<file path="config.mk">
export PLATFORM = sky130hd
export DESIGN_NAME = dma3d_addr_gen
export DESIGN_NICKNAME = d
export VERILOG_FILES = /design/src/rtl/dma3d_pkg.sv /design/src/rtl/dma3d_dim_ctr.sv /design/src/rtl/dma3d_side_walk.sv /design/src/rtl/dma3d_addr_gen.sv
export SDC_FILE = /design/constraint.sdc
export NUM_CORES = 1
export LEC_CHECK = 0
export BUFFER_PORTS_ARGS = -buffer_cell sky130_fd_sc_hd__buf_2
export CELL_PAD_IN_SITES_DETAIL_PLACEMENT = 1
export CELL_PAD_IN_SITES_GLOBAL_PLACEMENT = 2
export CORE_MARGIN = 4
export CORE_UTILIZATION = 34
export DETAILED_ROUTE_END_ITERATION = 16
export PLACE_DENSITY = 0.75
export SYNTH_ARGS = -nofsm -noshare
export SYNTH_HDL_FRONTEND = slang
export SYNTH_HIERARCHICAL = 1
export SYNTH_SLANG_ARGS = --single-unit
</file>
<file path="constraint.sdc">
create_clock -name clk -period 4.2 [get_ports clk]
set_input_delay 1.26 -clock clk [delete_from_list [all_inputs] [get_ports clk]]
set_output_delay 1.26 -clock clk [all_outputs]
set_load 0.05 [all_outputs]
</file>
<file path="src/rtl/dma3d_pkg.sv">
package dma3d_pkg;
  typedef enum logic {
    GEN_IDLE = 1'b0,
    GEN_RUN  = 1'b1
  } gen_state_e;

  localparam int NUM_DIMS  = 3;  // byte, row, plane
  localparam int NUM_SIDES = 2;  // source, destination
endpackage

</file>
<file path="src/rtl/dma3d_dim_ctr.sv">
module dma3d_dim_ctr #(
  parameter int CNT_W = 16
) (
  input  logic             clk,
  input  logic             rst_n,
  input  logic             load,
  input  logic             active,
  input  logic             inc,
  input  logic [CNT_W-1:0] limit,
  output logic             last
);
  localparam logic [CNT_W-1:0] ONE = CNT_W'(1);

  logic [CNT_W-1:0] idx_q, idx_d;
  logic [CNT_W-1:0] lim_q, lim_d;
  logic             en;

  assign last = (idx_q == (lim_q - ONE));
  assign en   = load | inc;

  always_comb begin
    idx_d = idx_q;
    lim_d = lim_q;
    if (load) begin
      idx_d = '0;
      lim_d = limit;
    end else if (inc) begin
      idx_d = last ? '0 : (idx_q + ONE);
    end
  end

  always_ff @(posedge clk or negedge rst_n) begin
    if (!rst_n) begin
      idx_q <= '0;
      lim_q <= '0;
    end else if (en) begin
      idx_q <= idx_d;
      lim_q <= lim_d;
    end
  end

  // while running, the position never reaches the captured count
  a_r5_idx_below_limit: assert property (@(posedge clk) disable iff (!rst_n)
    active |-> (idx_q < lim_q));
endmodule

</file>
<file path="src/rtl/dma3d_side_walk.sv">
module dma3d_side_walk #(
  parameter int ADDR_W   = 32,
  parameter int STRIDE_W = 16
) (
  input  logic                clk,
  input  logic                rst_n,
  input  logic                load,
  input  logic [ADDR_W-1:0]   base,
  input  logic [STRIDE_W-1:0] row_stride,
  input  logic [STRIDE_W-1:0] plane_stride,
  input  logic                step_byte,
  input  logic                step_row,
  input  logic                step_plane,
  output logic [ADDR_W-1:0]   addr
);
  localparam int              EXT_W = ADDR_W - STRIDE_W;
  localparam logic [ADDR_W-1:0] ONE = ADDR_W'(1);

  logic [STRIDE_W-1:0] rs_q, rs_d, ps_q, ps_d;
  logic [ADDR_W-1:0]   plane_q, plane_d, row_q, row_d, cur_q, cur_d;
  logic [ADDR_W-1:0]   rs_x, ps_x, plane_nxt, row_nxt;
  logic                en;

  // sign extension of the 16-bit strides
  assign rs_x      = {{EXT_W{rs_q[STRIDE_W-1]}}, rs_q};
  assign ps_x      = {{EXT_W{ps_q[STRIDE_W-1]}}, ps_q};
  assign plane_nxt = plane_q + ps_x;
  assign row_nxt   = row_q + rs_x;
  assign en        = load | step_byte | step_row | step_plane;
  assign addr      = cur_q;

  always_comb begin
    rs_d    = rs_q;
    ps_d    = ps_q;
    plane_d = plane_q;
    row_d   = row_q;
    cur_d   = cur_q;
    if (load) begin
      rs_d    = row_stride;
      ps_d    = plane_stride;
      plane_d = base;
      row_d   = base;
      cur_d   = base;
    end else if (step_plane) begin
      plane_d = plane_nxt;
      row_d   = plane_nxt;
      cur_d   = plane_nxt;
    end else if (step_row) begin
      row_d = row_nxt;
      cur_d = row_nxt;
    end else if (step_byte) begin
      cur_d = cur_q + ONE;
    end
  end

  always_ff @(posedge clk or negedge rst_n) begin
    if (!rst_n) begin
      rs_q    <= '0;
      ps_q    <= '0;
      plane_q <= '0;
      row_q   <= '0;
      cur_q   <= '0;
    end else if (en) begin
      rs_q    <= rs_d;
      ps_q    <= ps_d;
      plane_q <= plane_d;
      row_q   <= row_d;
      cur_q   <= cur_d;
    end
  end

  // at most one kind of step is requested per cycle
  a_r4_single_step: assert property (@(posedge clk) disable iff (!rst_n)
    $onehot0({load, step_byte, step_row, step_plane}));
endmodule

</file>
<file path="src/rtl/dma3d_addr_gen.sv">
module dma3d_addr_gen #(
  parameter int ADDR_W   = 32,
  parameter int CNT_W    = 16,
  parameter int STRIDE_W = 16
) (
  input  logic                clk,
  input  logic                rst_n,
  input  logic                start,
  input  logic [ADDR_W-1:0]   src_base,
  input  logic [ADDR_W-1:0]   dst_base,
  input  logic [CNT_W-1:0]    row_len,
  input  logic [CNT_W-1:0]    row_cnt,
  input  logic [CNT_W-1:0]    plane_cnt,
  input  logic [STRIDE_W-1:0] src_row_step,
  input  logic [STRIDE_W-1:0] dst_row_step,
  input  logic [STRIDE_W-1:0] src_plane_step,
  input  logic [STRIDE_W-1:0] dst_plane_step,
  output logic                beat_valid,
  input  logic                beat_ready,
  output logic [ADDR_W-1:0]   beat_src,
  output logic [ADDR_W-1:0]   beat_dst,
  output logic                xfer_done
);
  import dma3d_pkg::*;

  localparam logic [ADDR_W-1:0] ONE_A = ADDR_W'(1);

  gen_state_e state_q, state_d;
  logic       done_q, done_d;
  logic       fire, start_ok, zero_cnt, load, running;

  logic [CNT_W-1:0]    lim_in   [NUM_DIMS];
  logic [NUM_DIMS-1:0] last;
  logic [NUM_DIMS:0]   carry;

  logic [ADDR_W-1:0]   side_base  [NUM_SIDES];
  logic [STRIDE_W-1:0] side_rstep [NUM_SIDES];
  logic [STRIDE_W-1:0] side_pstep [NUM_SIDES];
  logic [ADDR_W-1:0]   side_addr  [NUM_SIDES];

  assign running   = (state_q == GEN_RUN);
  assign beat_valid = running;
  assign fire      = running & beat_ready;
  assign zero_cnt  = (row_len == '0) | (row_cnt == '0) | (plane_cnt == '0);
  assign start_ok  = start & (state_q == GEN_IDLE);
  assign load      = start_ok & ~zero_cnt;

  assign lim_in[0] = row_len;
  assign lim_in[1] = row_cnt;
  assign lim_in[2] = plane_cnt;

  // Carry chain: dimension d advances when all faster dimensions wrap
  assign carry[0] = fire;
  for (genvar d = 0; d < NUM_DIMS; d++) begin : g_dim
    assign carry[d+1] = carry[d] & last[d];
    dma3d_dim_ctr #(.CNT_W(CNT_W)) u_ctr (
      .clk    (clk),
      .rst_n  (rst_n),
      .load   (load),
      .active (running),
      .inc    (carry[d]),
      .limit  (lim_in[d]),
      .last   (last[d])
    );
  end

  assign side_base[0]  = src_base;
  assign side_base[1]  = dst_base;
  assign side_rstep[0] = src_row_step;
  assign side_rstep[1] = dst_row_step;
  assign side_pstep[0] = src_plane_step;
  assign side_pstep[1] = dst_plane_step;

  for (genvar s = 0; s < NUM_SIDES; s++) begin : g_side
    dma3d_side_walk #(.ADDR_W(ADDR_W), .STRIDE_W(STRIDE_W)) u_walk (
      .clk          (clk),
      .rst_n        (rst_n),
      .load         (load),
      .base         (side_base[s]),
      .row_stride   (side_rstep[s]),
      .plane_stride (side_pstep[s]),
      .step_byte    (carry[0] & ~last[0]),
      .step_row     (carry[1] & ~last[1]),
      .step_plane   (carry[2] & ~last[2]),
      .addr         (side_addr[s])
    );
  end

  assign beat_src  = side_addr[0];
  assign beat_dst  = side_addr[1];
  assign xfer_done = done_q;

  always_comb begin
    state_d = state_q;
    case (state_q)
      GEN_IDLE: if (load)            state_d = GEN_RUN;
      GEN_RUN:  if (carry[NUM_DIMS]) state_d = GEN_IDLE;
      default:                       state_d = GEN_IDLE;
    endcase
    done_d = (start_ok & zero_cnt) | carry[NUM_DIMS];
  end

  always_ff @(posedge clk or negedge rst_n) begin
    if (!rst_n) begin
      state_q <= GEN_IDLE;
      done_q  <= 1'b0;
    end else begin
      state_q <= state_d;
      done_q  <= done_d;
    end
  end

  // inside a row both pointers move by one byte
  a_r2_byte_step: assert property (@(posedge clk) disable iff (!rst_n)
    (fire && !last[0]) |=> (beat_src == $past(beat_src) + ONE_A) &&
                           (beat_dst == $past(beat_dst) + ONE_A));

  // a stalled beat is held
  a_r8_hold_on_stall: assert property (@(posedge clk) disable iff (!rst_n)
    (beat_valid && !beat_ready) |=> beat_valid && $stable(beat_src) && $stable(beat_dst));

  // completion is only signalled when nothing is offered
  a_r7_done_when_idle: assert property (@(posedge clk) disable iff (!rst_n)
    xfer_done |-> !beat_valid);

  // start during a transfer that is not ending changes nothing visible
  a_r9_busy_start_ignored: assert property (@(posedge clk) disable iff (!rst_n)
    (beat_valid && start && !(beat_ready && last[0] && last[1] && last[2]))
      |=> beat_valid && !xfer_done);

  // empty descriptor completes at once with no beat
  a_r6_zero_no_beats: assert property (@(posedge clk) disable iff (!rst_n)
    (start && !beat_valid && zero_cnt) |=> xfer_done && !beat_valid);
endmodule

</file>
Yosys cells after proc, flatten, opt, wreduce, memory -nomap -nowiden. Cells that the tools add are included.

Register bits: 354. Input bits: 180. Output and inout bits: 66.

Add/sub/neg operators: 12. Equality and inequality tests: 3. Multiplexer cells: 30. Bitwise gates (word level): 24. Reduce and logical (&&, ||, !) cells: 19.

Operators by type and width (number): 2-to-1 mux 32 bit (18); 2-to-1 mux 16 bit (9); adder 32 bit (4); adder 32 x 1 -> 32 bit, second input constant (2); adder 16 x 1 -> 16 bit, second input constant (3); == test 16 bit (3); zero test 16 bit (3); subtractor 16 x 1 -> 16 bit, second input constant (3); AND reduction 2 bit (10); AND 1 bit (10); OR 1 bit (9); nonzero test 2 bit (4); inverter 1 bit (5); nonzero test 4 bit (1); nonzero test 3 bit (1); 2-to-1 mux 1 bit (2); case mux 1 bit (2 select lines) (1).

Longest topological paths before layout.
Word-level depth: 9. Gate-level depth with buffers: 18.

By module. The synthesis kept the hierarchy.

Modules (own cells, without submodules): dma3d_side_walk at g_side[0].u_walk (times used 1, cells each 1095, area each 9516.6 µm², seq. area each 3203.1 µm²); dma3d_side_walk at g_side[1].u_walk (times used 1, cells each 1060, area each 9455.3 µm², seq. area each 3203.1 µm²); dma3d_dim_ctr (times used 3, cells each 187, area each 1960.6 µm², seq. area each 800.8 µm²); dma3d_addr_gen (times used 1, cells each 30, area each 236.5 µm², seq. area each 50.0 µm²).

Least setup slack after synthesis. Ideal clock, no wire load.

Path kind: register to register. Start: register g_dim[0].u_ctr.lim_q[0]. End: register g_side[1].u_walk.cur_q[27]. Setup time: 0.096 ns. Arrival: 4.200 ns. Path slack: -0.095 ns. Stages on the path, launching flop included: 18. Period minus slack after synthesis: 4.295 ns. Path through: dfrtp_1 -> inv_1 -> ha_1 -> nor4b_4 -> a31o_1 -> o2111ai_1 -> or4_4 -> nor4_4 -> and3_1 -> and2_1 -> nor2b_1 -> clkbuf_1 -> inv_1 -> nor2_1 -> nand2_1 -> o311a_2 -> nor4b_4 -> a311oi_2.

RTL lines: from (decl) (line dma3d_dim_ctr.sv:15) `logic [CNT_W-1:0] lim_q, lim_d;`; from (signal assigned) (line dma3d_dim_ctr.sv:38) `lim_q <= lim_d;`; subtractor 16 x 1 -> 16 bit * (line dma3d_dim_ctr.sv:18) `assign last = (idx_q == (lim_q - ONE));`; == test 16 bit * (line dma3d_dim_ctr.sv:18); named net last[0] (line dma3d_addr_gen.sv:33) `logic [NUM_DIMS-1:0] last;`; AND 1 bit * (line dma3d_addr_gen.sv:55) `assign carry[d+1] = carry[d] & last[d];`; named net carry[1] (line dma3d_addr_gen.sv:34) `logic [NUM_DIMS:0] carry;`; AND 1 bit * (line dma3d_addr_gen.sv:55); named net carry[2] (line dma3d_addr_gen.sv:34); AND 1 bit * (line dma3d_addr_gen.sv:84) `.step_plane (carry[2] & ~last[2]),`; nonzero test 4 bit (no source line) (tied with other cells); AND reduction 2 bit (no source line) / 2-to-1 mux 32 bit (equally long branches); to (signal assigned) (line dma3d_side_walk.sv:68) `cur_q <= cur_d;`; to (decl) (line dma3d_side_walk.sv:20) `logic [ADDR_W-1:0] plane_q, plane_d, row_q, row_d, cur_q, cur_d;`.

The timed path passes the listed nets; every way through them passes the cells marked *. A chain may end at the register's enable or synchronous reset.

Worst setup path in the final report.
Start: register g_dim[0].u_ctr.lim_q[1]. End: register g_side[0].u_walk.cur_q[18].

RTL lines (line): subtractor 16 x 1 -> 16 bit * (dma3d_dim_ctr.sv:18); == test 16 bit * (dma3d_dim_ctr.sv:18); named net last[0] (dma3d_addr_gen.sv:33); AND 1 bit * (dma3d_addr_gen.sv:55); named net carry[1] (dma3d_addr_gen.sv:34); AND 1 bit * (dma3d_addr_gen.sv:55); named net carry[2] (dma3d_addr_gen.sv:34); AND 1 bit * (dma3d_addr_gen.sv:84); nonzero test 4 bit (no source line) (tied with other cells); AND reduction 2 bit (no source line) / 2-to-1 mux 32 bit (equally long branches); to (signal assigned) (dma3d_side_walk.sv:68); to (decl) (dma3d_side_walk.sv:20).

Marked as above.

==> impl_metrics.py <==
metrics = {
    "yosys": {
        "syn_avg_cell_area_um2": 9.14,
        "yosysMostFrequentCell": "dfrtp_1",
        "synth.top_cell.area_share_pct": 35.3,
        "synthArstFlopShare_pct": 100,
        "syn_area_um2": 25100,
        "synth_enable_flop_cells": 0,
        "synth_nets": 3062,
        "synth_flop_cell": "dfrtp_1",
        "ys_types": 113,
        "synthTopCellsByArea": "dfrtp_1 (35%), ha_1 (6.6%), a21oi_1 (5.0%)",
        "synth_cells": 2746,
        "yosys_warnings": 6,
        "synth_commonest_cells": "dfrtp_1 (354), nand2_1 (276), a21oi_1 (251), nor2_1 (174), ha_1 (132)",
        "ys_seq_area_share_pct": 35.3,
        "ys_ff_latch": 354,
        "yosysTopAreaCell": "dfrtp_1",
    },
    "sta": {
        "slew_headroom_pct": 40.7,
        "post-route-min-period_ns": 3.99,
        "rsz0062_at_grt": "yes",
        "tightest_slew_ns": 0.882,
        "post-route-period-util_pct": 95.0,
        "setup_viol": 0,
        "setup_ws_ns": 0.210,
        "hold_viol_final": 0,
        "drv_slew": 0,
        "fmax_ghz": 0.251,
        "finalClockSkew_ns": 0.0193,
    },
    "placed_design": {
        "place_congestion": 0.865,
        "post-dp-hpwl_um": 70400,
        "dp_slack_ns": -0.0915,
        "port_buffers": 245,
    },
    "critical_path": {
        "crit_required_ns": 4.73,
        "endpoint_kind": "flop",
        "critPathKind": "reg -> reg",
        "cp_data_arrival_time_ns": 4.51,
        "crit_slowest_cell": "or4_4",
        "endpoint": "g_side[0].u_walk/addr[18]",
        "startpoint": "g_dim[0].u_ctr/lim_q[1]",
        "cp-start-kind": "flop",
        "r2r_cells": 17,
        "cp_max_fo": 5,
        "r2r_end": "g_side[0].u_walk/addr[18]",
        "crit_top_cell": "buf_4",
        "r2r_slack_ns": 0.21,
        "reg2reg_from": "g_dim[0].u_ctr/lim_q[1]",
        "max_stage_delay_ns": 0.54,
        "path_cells": "inv_2 -> ha_4 -> nor4b_4 -> a31o_1 -> o2111ai_1 -> or4_4 -> nor4_4 -> and3_4 -> and2_1 -> nor2b_4 -> buf_8 -> clkinvlp_4 -> buf_4 -> buf_4 -> o31a_1 -> a31oi_1 -> o22a_1",
    },
    "cells_and_area": {
        "n_antenna_cell": 0,
        "nFillCells": 8449,
        "fin_nets": 3364,
        "area_growth_pct": 19.5,
        "layout-drive-gt1-share_pct": 23.3,
    },
    "global_routing": {
        "grt.overflow.total": 0,
        "grt_max_degree": 92,
        "antenna_found_initial": 3,
        "grt_usage_pct": 22.7,
        "first_global_vias": 23826,
        "grt_pass1_wl_um": 142000,
    },
    "die": {
        "start_util_pct": 34.3,
        "ioPinCount": 246,
        "die_x_um": 280,
        "die_area_um2": 78200,
        "core_area_um2": 73100,
        "die_h_um": 280,
        "rows": 99,
    },
    "hold_path": {
        "hold_path.class": "reg -> reg",
    },
    "cts": {
        "clock-root-buffer": "clkbuf_16",
        "cts_buffers": 45,
        "clk_pin_slew_worst_paths_ns": 0.06,
        "htreeDepth": 2,
        "cts_sinks": 354,
        "clock_latency_ns": 0.59,
        "cts_hold_buf": 0,
        "clockBufferDepth": 3,
        "cts_tree": "done",
    },
    "drt": {
        "via_count": 23112,
        "via_per_inst": 5.72,
        "detail-route-antenna-nets": 0,
        "drc": 0,
        "drtIter0Drc": 1695,
        "first_pass_iters": 7,
        "drt_wl_total_um": 92300,
        "routedWlPerCell_um": 22.9,
    },
    "run_status": {
        "status": "finished, final reports clean",
    },
    "pwr": {
        "power_mw": 16.2,
        "p_per_area_nw_per_um2": 539,
        "p_leak_nw": 14.3,
        "ir_drop_mv": 0.270,
    },
    "job": {
        "maxCapViolCount": 0,
    },
}
==> per-layer routing <==
layer / GRT usage [%] / up-vias / routed length, um
met5: 0 / - / 42
met4: 4.39 / 6 / 1610
met3: 3.74 / 90 / 4770
met2: 35.8 / 497 / 41500
met1: 33.1 / 11690 / 44500
li1: - / 10829 / -
==> cells in the final DEF, fill, tap and decap left out, types with 12 or more instances in the layout <==
cell type / instances
o21ai_0: 108
nor2_1: 170
xor2_1: 96
nand2_1: 274
nand3_1: 72
clkbuf_16: 49
o22a_1: 42
a211oi_1: 33
and3_1: 46
a21oi_1: 250
buf_2: 244
or3_1: 15
nor3_1: 33
buf_4: 110
dfrtp_1: 354
mux2_2: 106
and2_1: 14
o211ai_1: 18
ha_1: 130
a22oi_1: 19
o22ai_1: 14
inv_1: 53
nor2_2: 32
buf_12: 17
o31ai_1: 12
a31oi_1: 61
o21ai_1: 16
nand4_1: 64
a21o_1: 90
a211o_1: 13
or2_2: 12
xnor2_1: 114
o21bai_1: 21
nor4_1: 19
o21a_1: 26
nand2b_1: 19
==> kinds of logic (layout without fill, tap and decap cells) <==
kind of cell | Yosys count | after routing | share of synthesized area, %
buffers and inverters | 180 | 515 | 3.15
AOI/OAI and AO/OA | 880 | 880 | 24.0
muxes | 117 | 117 | 5.20
DFF | 354 | 354 | 35.3
adders and majority gates | 136 | 136 | 6.90
and+or+nand+nor | 868 | 868 | 18.0
xor gates and xnor gates | 211 | 211 | 7.42
==> how the worst min path moves through the flow <==
stage | from | endpoint | slack [ns] | cells after the start
after floorplan | g_side[1].u_walk/plane_q[27] | g_side[1].u_walk/plane_q[27] | 0.45 | 2
after global placement | g_side[0].u_walk/plane_q[25] | g_side[0].u_walk/plane_q[25] | 0.46 | 1
after detailed placement | g_side[0].u_walk/plane_q[23] | g_side[0].u_walk/plane_q[23] | 0.47 | 1
after CTS | g_side[0].u_walk/plane_q[23] | g_side[0].u_walk/plane_q[23] | 0.48 | 1
after global routing | g_side[0].u_walk/plane_q[23] | g_side[0].u_walk/plane_q[23] | 0.49 | 1
final | g_side[0].u_walk/plane_q[23] | g_side[0].u_walk/plane_q[23] | 0.48 | 1
==> repair_timing <==
action | in CTS | in global routing
gates cloned | 0 | 3
buffers inserted | 1 | 16
endpoints found under the setup margin | 35 | 91
pin swaps | 0 | 7
gates resized for setup | 4 | 33
hold endpoints to repair | 0 | 0
==> sequential cells by signal, indices dropped and copies added, names as in the netlist <==
| signal | count |
|---|---|
| g_dim.u_ctr/idx_q | 48 |
| xfer_done | 1 |
| beat_valid | 1 |
| g_side.u_walk/row_q | 64 |
| g_side.u_walk/plane_q | 64 |
| g_side.u_walk/addr | 64 |
| g_dim.u_ctr/lim_q | 48 |
| g_side.u_walk/ps_q | 32 |
| g_side.u_walk/rs_q | 32 |
==> layout make-up <==
class                      count  area (um^2)  area share, %
multi-input combinational   2212        15600           52.0
sequential                   354         8860           29.5
timing repair buffer         378         2520           8.40
clock buffer                  61         1320           4.39
tap                          959         1200           4.00
clock inverter                19          294          0.980
inverter                      57          218          0.726
==> metrics by stage <==
stage	setup TNS, ns	hold slack [ns]	area (um^2)	cells	utilization (%)
after global placement	0	0.463	28000	3940	38.4
after detailed placement	-0.354	0.472	28000	3940	38.4
after global routing	-0.204	0.487	30000	4040	41.0
after CTS	0	0.484	29700	4021	40.6
final	0	0.477	30000	4040	41.0
after floorplan	0	0.450	25100	2746	-
==> worst max-delay path, delay by kind of cell, from the launching register on <==
kind,cells,cell delay [ns]
buffers and inverters,5,0.62
AOI/OAI and AO/OA,5,1.08
adders and majority gates,1,0.16
and+or+nand+nor,6,1.67
DFF,1,0.40
==> where the power goes <==
part	switching (mW)	leakage [nW]	internal, mW
logic	4.33	8.94	2.50
clock network	1.62	0.781	2.62
registers	0.938	4.61	4.15
Power figures use the tool's default switching activity.
